## src/rtl/aes_kx_pkg.sv

```systemverilog
package aes_kx_pkg;

   // Multiply by x in GF(2^8) modulo x^8+x^4+x^3+x+1.
   function automatic logic [7:0] gf_x2(input logic [7:0] a);
      return {a[6:0], 1'b0} ^ (a[7] ? 8'h1b : 8'h00);
   endfunction

   function automatic logic [7:0] gf_mul(input logic [7:0] a, input logic [7:0] b);
      logic [7:0] acc;
      logic [7:0] sh;
      acc = 8'h00;
      sh  = a;
      for (int i = 0; i < 8; i++) begin
         if (b[i]) acc = acc ^ sh;
         sh = gf_x2(sh);
      end
      return acc;
   endfunction

   // Multiplicative inverse as a^254; zero maps to zero.
   function automatic logic [7:0] gf_inv(input logic [7:0] a);
      logic [7:0] t;
      logic [7:0] r;
      t = a;
      r = 8'h01;
      for (int k = 1; k < 8; k++) begin
         t = gf_mul(t, t);
         r = gf_mul(r, t);
      end
      return r;
   endfunction

   function automatic logic [7:0] rotl8(input logic [7:0] v, input int n);
      return (v << n) | (v >> (8 - n));
   endfunction

   // Round constant for the step leaving round index idx.
   function automatic logic [7:0] rc_for(input int idx);
      logic [7:0] rc;
      rc = 8'h01;
      for (int i = 0; i < 16; i++)
         if (i < idx) rc = gf_x2(rc);
      return rc;
   endfunction

endpackage

```

## src/rtl/aes_kx_sbox.sv

```systemverilog
module aes_kx_sbox
   import aes_kx_pkg::*;
(
   input  logic [7:0] din,
   output logic [7:0] dout
);
   logic [7:0] inv;

   always_comb begin
      inv  = gf_inv(din);
      dout = inv ^ rotl8(inv, 1) ^ rotl8(inv, 2) ^ rotl8(inv, 3) ^ rotl8(inv, 4) ^ 8'h63;
   end
endmodule

```

## src/rtl/aes_kx_step.sv

```systemverilog
module aes_kx_step #(
   parameter int KEY_W  = 128,
   parameter int WORD_W = 32,
   localparam int NWORD = KEY_W / WORD_W,
   localparam int NBYTE = WORD_W / 8
) (
   input  logic [KEY_W-1:0]  cur_key,
   input  logic [7:0]        rcon,
   output logic [KEY_W-1:0]  nxt_key
);
   logic [WORD_W-1:0] last_w;
   logic [WORD_W-1:0] rot_w;
   logic [WORD_W-1:0] sub_w;
   logic [WORD_W-1:0] old_w [NWORD];
   logic [WORD_W-1:0] new_w [NWORD];

   assign last_w = cur_key[WORD_W-1:0];
   assign rot_w  = {last_w[WORD_W-9:0], last_w[WORD_W-1 -: 8]};

   for (genvar b = 0; b < NBYTE; b++) begin : g_sub
      aes_kx_sbox u_sbox (
         .din  (rot_w[b*8 +: 8]),
         .dout (sub_w[b*8 +: 8])
      );
   end

   for (genvar w = 0; w < NWORD; w++) begin : g_word
      // word 0 sits in the most significant slice
      assign old_w[w] = cur_key[KEY_W-1-w*WORD_W -: WORD_W];
      if (w == 0) begin : g_head
         assign new_w[w] = old_w[w] ^ sub_w ^ {rcon, {(WORD_W-8){1'b0}}};
      end else begin : g_tail
         assign new_w[w] = old_w[w] ^ new_w[w-1];
      end
      assign nxt_key[KEY_W-1-w*WORD_W -: WORD_W] = new_w[w];
   end
endmodule

```

## src/rtl/aes_kx_ctrl.sv

```systemverilog
module aes_kx_ctrl #(
   parameter int NR = 10,
   localparam int IDX_W = $clog2(NR + 1)
) (
   input  logic             clk,
   input  logic             rst_n,
   input  logic             load,
   input  logic             advance,
   output logic [IDX_W-1:0] idx,
   output logic             at_last,
   output logic             step
);
   localparam logic [IDX_W-1:0] LAST = IDX_W'(NR);

   assign at_last = (idx == LAST);
   assign step    = advance && !load && !at_last;

   always_ff @(posedge clk or negedge rst_n) begin
      if (!rst_n)                    idx <= '0;
      else if (load)                 idx <= '0;
      else if (advance && at_last)   idx <= '0;
      else if (advance)              idx <= idx + 1'b1;
   end
endmodule

```

## src/rtl/aes128_keychain.sv

```systemverilog
module aes128_keychain #(
   parameter int KEY_W  = 128,
   parameter int WORD_W = 32,
   parameter int NR     = 10,
   localparam int IDX_W = $clog2(NR + 1)
) (
   input  logic             clk,
   input  logic             rst_n,
   input  logic [KEY_W-1:0] key_in,
   input  logic             load,
   input  logic             advance,
   input  logic             test_mode,
   output logic [KEY_W-1:0] round_key,
   output logic [IDX_W-1:0] round_idx
);
   import aes_kx_pkg::*;

   if (KEY_W != 128) begin : g_bad_key
      $error("aes128_keychain supports a 128-bit key only");
   end
   if (NR != 10) begin : g_bad_nr
      $error("aes128_keychain requires ten rounds");
   end
   if (KEY_W % WORD_W != 0) begin : g_bad_word
      $error("word width must divide key width");
   end

   logic [KEY_W-1:0] key_q;
   logic [KEY_W-1:0] key_step;
   logic [IDX_W-1:0] idx;
   logic             at_last;
   logic             step;
   logic [7:0]       rcon;

   aes_kx_ctrl #(.NR(NR)) u_ctrl (
      .clk     (clk),
      .rst_n   (rst_n),
      .load    (load),
      .advance (advance),
      .idx     (idx),
      .at_last (at_last),
      .step    (step)
   );

   always_comb rcon = rc_for(int'(idx));

   aes_kx_step #(.KEY_W(KEY_W), .WORD_W(WORD_W)) u_step (
      .cur_key (key_q),
      .rcon    (rcon),
      .nxt_key (key_step)
   );

   always_ff @(posedge clk or negedge rst_n) begin
      if (!rst_n)                          key_q <= '0;
      else if (load)                       key_q <= key_in;
      else if (step)                       key_q <= key_step;
      else if (advance && at_last && !test_mode) key_q <= key_in;
   end

   assign round_key = key_q;
   assign round_idx = idx;
endmodule

```

## config.mk

```make
export PLATFORM = sky130hd
export DESIGN_NAME = aes128_keychain
export DESIGN_NICKNAME = d
export VERILOG_FILES = /design/src/rtl/aes_kx_pkg.sv /design/src/rtl/aes_kx_sbox.sv /design/src/rtl/aes_kx_step.sv /design/src/rtl/aes_kx_ctrl.sv /design/src/rtl/aes128_keychain.sv
export SDC_FILE = /design/constraint.sdc
export NUM_CORES = 2
export LEC_CHECK = 0
export BUFFER_PORTS_ARGS = -buffer_cell sky130_fd_sc_hd__buf_2
export CORE_MARGIN = 1.5
export CORE_UTILIZATION = 47
export DETAILED_ROUTE_END_ITERATION = 10
export GPL_TIMING_DRIVEN = 0
export PLACE_DENSITY = 0.63
export SLEW_MARGIN = 25
export SYNTH_ARGS = -nofsm -noshare
export SYNTH_HDL_FRONTEND = slang
export SYNTH_SLANG_ARGS = --single-unit
```

## constraint.sdc

```tcl
create_clock -name clk -period 46.2 [get_ports clk]
set_input_delay 9.24 -clock clk [delete_from_list [all_inputs] [get_ports clk]]
set_output_delay 9.24 -clock clk [all_outputs]
set_load 0.005 [all_outputs]
```

After elaboration in Yosys (flattened, before gate mapping)
Cells that the tools add are included.
{"block": "classes", "order_cmp": 15, "n_mux": 847, "n_reduce_logical": 9, "add_sub_neg": 1, "n_eq_ne": 1, "n_bitwise": 811}
{"op": "$mux W8", "count": 434}
{"op": "$xor A8 B8 Y8", "count": 380}
{"op": "$xor A8 B5 Y8", "count": 378}
{"op": "$mux W5", "count": 382}
{"op": "$mux W128", "count": 3}
{"op": "$xor A32 B32 Y32", "count": 5}
{"op": "$or A8 B1 Y8", "count": 4}
{"op": "$or A8 B2 Y8", "count": 4}
{"op": "$or A8 B3 Y8", "count": 4}
{"op": "$or A8 B4 Y8", "count": 4}
{"op": "$lt A4 B4 Y1 const A", "count": 7}
{"op": "$mux W4", "count": 7}
{"op": "$mux W7", "count": 4}
{"op": "$not A1 Y1 const A", "count": 28}
{"op": "$mux W6", "count": 4}
{"op": "$lt A3 B4 Y1 const A", "count": 4}
{"op": "$not A4 Y4", "count": 4}
{"op": "$mux W3", "count": 4}
{"op": "$mux W2", "count": 5}
{"op": "$lt A1 B4 Y1 const A", "count": 2}
{"op": "$lt A2 B4 Y1 const A", "count": 2}
{"op": "$reduce_bool A3 Y1", "count": 2}
{"op": "$add A4 B1 Y4 const B", "count": 1}
{"op": "$eq A4 B4 Y1 const B", "count": 1}
{"op": "3 further kinds", "count": 11}
{"block": "totals", "in_bits": 133, "output_inout_bits": 132, "ff_bits": 132, "word_cells": 1686}

Longest topological paths before layout
{"block": "depth", "depth_word": 140, "mapped_depth": 72, "ltp_nobuf": 58}

By module
A second synthesis with hierarchy kept.
{"block": "hier_totals", "cells_unflattened": 8665, "hier_area_um2": 69365.3}
{"mod": "aes_kx_sbox", "area_each_um2": 15220.8, "seq_area_each_um2": 0.0, "n_inst": 4, "cells_per_inst": 1942}
{"mod": "aes128_keychain", "area_each_um2": 6675.2, "seq_area_each_um2": 3203.1, "n_inst": 1, "cells_per_inst": 695}
{"mod": "aes_kx_step", "area_each_um2": 1550.2, "seq_area_each_um2": 0.0, "n_inst": 1, "cells_per_inst": 175}
{"mod": "aes_kx_ctrl", "area_each_um2": 256.5, "seq_area_each_um2": 100.1, "n_inst": 1, "cells_per_inst": 27}

Worst setup path after synthesis
OpenSTA, ideal clock, no wires.
{"block": "synth_path", "path_type": "reg2reg", "start": "register key_q[23] (netlist: round_key[23])", "end": "register key_q[27] (netlist: round_key[27])", "required_time_ps": 46074, "t_arrival_ps": 15951, "path_stages_with_launch": 64, "setup_time_ps": 126, "period_less_slack_ps": 16077, "n_path_buf": 7, "slack_ps": 30123, "cell_sequence": "dfrtp_1 -> ha_1 -> buf_4 -> nand2_1 -> xnor2_2 -> inv_2 -> buf_1 -> ha_1 -> clkbuf_1 -> xnor3_1 -> xor2_1 -> xnor2_1 -> a2111o_1 -> o221ai_2 -> nor3_2 -> nor2_2 -> inv_2 -> buf_2 -> [28 not listed] -> a21oi_1 -> nand2b_1 -> a311oi_1 -> o32ai_1 -> xnor2_1 -> and2_1 -> xnor2_1 -> xnor3_1 -> mux2i_1 -> xnor2_1 -> mux2i_1 -> xnor3_2 -> xnor3_2 -> xnor2_4 -> xor2_4 -> xnor3_1 -> xnor2_1 -> a221o_1"}
{"block": "synth_via", "elab_chain_len": 136, "elab_cells_between_ends": 396, "cone_classes": "201 x mux; 195 x bitwise"}
{"item": "start: declaration", "line": "aes128_keychain.sv:28", "text": "logic [KEY_W-1:0] key_q;"}
{"item": "start signal: assignment", "line": "aes128_keychain.sv:55", "text": "else if (load) key_q <= key_in;"}
{"item": "start signal: assignment", "line": "aes128_keychain.sv:56", "text": "else if (step) key_q <= key_step;"}
{"item": "start signal: assignment", "line": "aes128_keychain.sv:57", "text": "else if (advance && at_last && !test_mode) key_q <= key_in;"}
{"item": "$mux W5", "line": "aes_kx_pkg.sv:5", "text": "return {a[6:0], 1'b0} ^ (a[7] ? 8'h1b : 8'h00);"}
{"item": "$xor A8 B5 Y8", "line": "aes_kx_pkg.sv:5"}
{"item": "$xor A8 B8 Y8", "line": "aes_kx_pkg.sv:14", "text": "if (b[i]) acc = acc ^ sh;"}
{"item": "$mux W8", "line": "aes_kx_pkg.sv:14"}
{"item": "$xor A8 B8 Y8", "line": "aes_kx_pkg.sv:14"}
{"item": "$mux W8", "line": "aes_kx_pkg.sv:14"}
{"item": "$xor A8 B8 Y8", "line": "aes_kx_pkg.sv:14"}
{"item": "$mux W8", "line": "aes_kx_pkg.sv:14"}
{"item": "[115 not listed]"}
{"item": "$mux W8 (*)", "line": "aes_kx_pkg.sv:14"}
{"item": "$or A8 B1 Y8", "line": "aes_kx_pkg.sv:34", "text": "return (v << n) | (v >> (8 - n));"}
{"item": "$xor A8 B8 Y8 (3 in series)", "line": "aes_kx_sbox.sv:11", "text": "dout = inv ^ rotl8(inv, 1) ^ rotl8(inv, 2) ^ rotl8(inv, 3) ^ rotl8(inv, 4) ^ 8'h63;"}
{"item": "$xor A8 B8 Y8 (*)", "line": "aes_kx_sbox.sv:11"}
{"item": "$xor A32 B32 Y32 (*) (2 in series)", "line": "aes_kx_step.sv:31", "text": "assign new_w[w] = old_w[w] ^ sub_w ^ {rcon, {(WORD_W-8){1'b0}}};"}
{"item": "$xor A32 B32 Y32 (*) (3 in series)", "line": "aes_kx_step.sv:33", "text": "assign new_w[w] = old_w[w] ^ new_w[w-1];"}
{"item": "$mux W128 (*)", "line": "aes128_keychain.sv:56"}
{"item": "$mux W128 (*)", "line": "aes128_keychain.sv:55"}
Mark *: on every way between the ends. The rest lies on a longest branch, timed or not.
A chain may end at the register's enable or synchronous reset.

Worst setup path after layout
Ends and elaborated chain as after synthesis.

==> results.sh <==
export IMPL_hold_path_class="flop to flop"
export IMPL_criticalPathCategory="flop to flop"
export IMPL_worst_pin_slew_ns=1.28
export IMPL_fin_util=0.506
export IMPL_synth_fp_nets=8245
export IMPL_synth_top_area_frac=0.229
export IMPL_max_stage_delay_ns=0.81
export IMPL_io_pins=265
export IMPL_design_area_sq_um=66400
export IMPL_initial_core_util=0.473
export IMPL_hold_buffers=0
export IMPL_drt_iter0_markers=6602
export IMPL_track_usage=0.326
export IMPL_synth_simple_gate_area_frac=0.190
export IMPL_synth_xor_area_frac=0.488
export IMPL_setup_viol_count_final=0
export IMPL_hpwl_mm=180
export IMPL_synthTopCellsByArea="xnor2_1 23%, xnor3_1 9.9%, nor2_1 7.3%"
export IMPL_drv_cap=0
export IMPL_syn_area_sq_um=62000
export IMPL_grt_pass1_wl_mm=345
export IMPL_gp_congestion=1.02
export IMPL_h_tree_depth=4
export IMPL_critPathLaunch="round_key[23]"
export IMPL_dieArea_sq_um=134000
export IMPL_cp_top_family="XOR/XNOR gates"
export IMPL_hold_viol_final=0
export IMPL_dieWidth_um=366
export IMPL_nets=8533
export IMPL_synth_compound_area_frac=0.172
export IMPL_cts_tree="done"
export IMPL_synth_common_cells="1622 x xnor2_1, 1199 x nor2_1, 743 x nand2_1"
export IMPL_slew_headroom=0.148
export IMPL_status="complete, no violations"
export IMPL_whs_ns=0.536
export IMPL_synth_most_common_cell="xnor2_1"
export IMPL_drv_slew=0
export IMPL_synth_edf_count=0
export IMPL_ys_flop_type="dfrtp_1"
export IMPL_path_depth=67
export IMPL_clock_skew_ns=0.0368
export IMPL_worstRegToRegCells=67
export IMPL_yosysWarningCount=0
export IMPL_place_area_sq_um=65800
export IMPL_port_buffers=264
export IMPL_synth_area_mux_share=0.0410
export IMPL_drc_errors=0
export IMPL_nFillCells=12957
export IMPL_rows=133
export IMPL_die_h_um=366
export IMPL_cp_max_fo=10
export IMPL_drt_wirelength_per_cell_um=22.6
export IMPL_critPathMostFrequentCell="xnor2_1"
export IMPL_slowest_stage="xor2_1"
export IMPL_cts_made_buffers=17
export IMPL_rsz0062_at_grt="no"
export IMPL_synth_top_cell_by_area="xnor2_1"
export IMPL_clk_latency_ns=0.49
export IMPL_overflow=0
export IMPL_routed_wirelength_mm=229
export IMPL_synthCells=8087
export IMPL_areaGrowthSynthToFinish_pct=7.06
export IMPL_core_sq_um=131000
export IMPL_cts_setup_buffers=0
export IMPL_min_period_over_period=0.449
export IMPL_cts_sinks=132
export IMPL_timing_fmax_mhz=48.2
export IMPL_dr_pass1_iters=6
export IMPL_cp_arrival_ns=21.10
export IMPL_period_needed_ns=20.73
export IMPL_synth_top_family_by_area="XOR/XNOR gates"
export IMPL_ys_ff_latch=132
export IMPL_cts_path_max_buffers=2
export IMPL_drive_gt1_frac=0.107
export IMPL_clk_pin_slew_ns=0.09
export IMPL_min_path_cells=1
export IMPL_worstHoldStart="round_key[77]"
export IMPL_cp_end_kind="flop"
export IMPL_synthAdderAreaFrac=0.00520
export IMPL_ys_async_sr_fraction=1.00
export IMPL_antenna_found_initial=6
export IMPL_start_kind="flop"
export IMPL_yosysUniqueCellTypes=138
export IMPL_fin_tns_setup_ns=0
export IMPL_synth_seq_area_share=0.0532
export IMPL_via_per_inst=5.99
export IMPL_critical_path_buf_inv_count=18
export IMPL_worstReg2RegStart="round_key[23]"
export IMPL_avgSynthCellArea_sq_um=7.67
export IMPL_ant_nets=0
export IMPL_vias=60712
export IMPL_grt_max_degree=72
export IMPL_grt_pass1_vias=55854
export IMPL_cts_resized=0
export IMPL_worstPathRequired_ns=46.56
export IMPL_clock_root_buffer="clkbuf_16"
placed cells by master (no fill, tap or decap), drive strengths merged, types with 60 or more instances in the layout:
cell	netlist	layout
nor2	1215	1215
buf	191	460
xor2	551	551
mux2i	211	211
clkbuf	333	352
xnor2	1761	1761
nand2	747	747
xnor3	310	310
nand3	180	180
o22ai	103	103
a22oi	83	83
a31oi	80	80
a211oi	60	60
a21oi	470	470
dfrtp	132	132
nand2b	65	65
nor2b	71	71
inv	106	114
o21ai	444	444
nor3	195	195
routing by layer:
layer  share of wire  global-route usage
met5         0.00013                   0
met2            0.42               0.489
met1            0.44               0.463
met4           0.032              0.0947
met3            0.10              0.0732
worst paths after layout:
kind	endpoint	slack, ns
min in group asynchronous	round_key[127]	8.71
max	round_key[27]	25.47
min	round_key[77]	0.54
max reg2reg	round_key[27]	25.47
min reg2reg	round_key[77]	0.54
max in group asynchronous	round_key[36]	36.63
worst register-to-register path: cells and delay by family, from the launching register on:
family | cells | cell delay, ns
AO/OA/AOI/OAI | 14 | 3.46
AND/OR/NAND/NOR | 8 | 1.80
buffers and inverters | 18 | 5.50
adder cells (fa/ha/maj) | 4 | 1.49
flip-flops | 1 | 0.51
XOR/XNOR | 23 | 7.84
layout make-up:
class                   count  area, sq um  share of cell area
flip-flops and latches    132         3300              0.0497
well taps                1755         2200              0.0331
multi-input cells        7317        55800               0.840
inverters                 113          424             0.00639
plain buffers             525         2770              0.0417
clock buffers              19          443             0.00667
repair buffers            269         1400              0.0211
clock inverters            13          111             0.00168
diodes                      1         2.50           0.0000377
through the flow:
step,std cells,setup WS (ns)
floorplan,8087,30.12
global placement,10106,26.00
detailed placement,10111,25.84
CTS,10143,25.79
global route,10144,24.35
finish,10144,25.47
sequential cells by signal, indices dropped and copies added, names as in the netlist:
| register | flops |
|---|---|
| round_key | 128 |
| u_ctrl.idx | 4 |
cell families (layout without fill, tap and decap cells):
group	Yosys count	in the layout
other cells	0	1
compound gates	1671	1671
xor+xnor	2673	2673
buf+inv	638	939
mux	248	248
simple gates	2699	2699
flops	132	132
fa+ha+maj	26	26
Power is left out: the tool's default activity adds up to more than one toggle a clock period on the data nets, which glitch-free logic cannot reach.
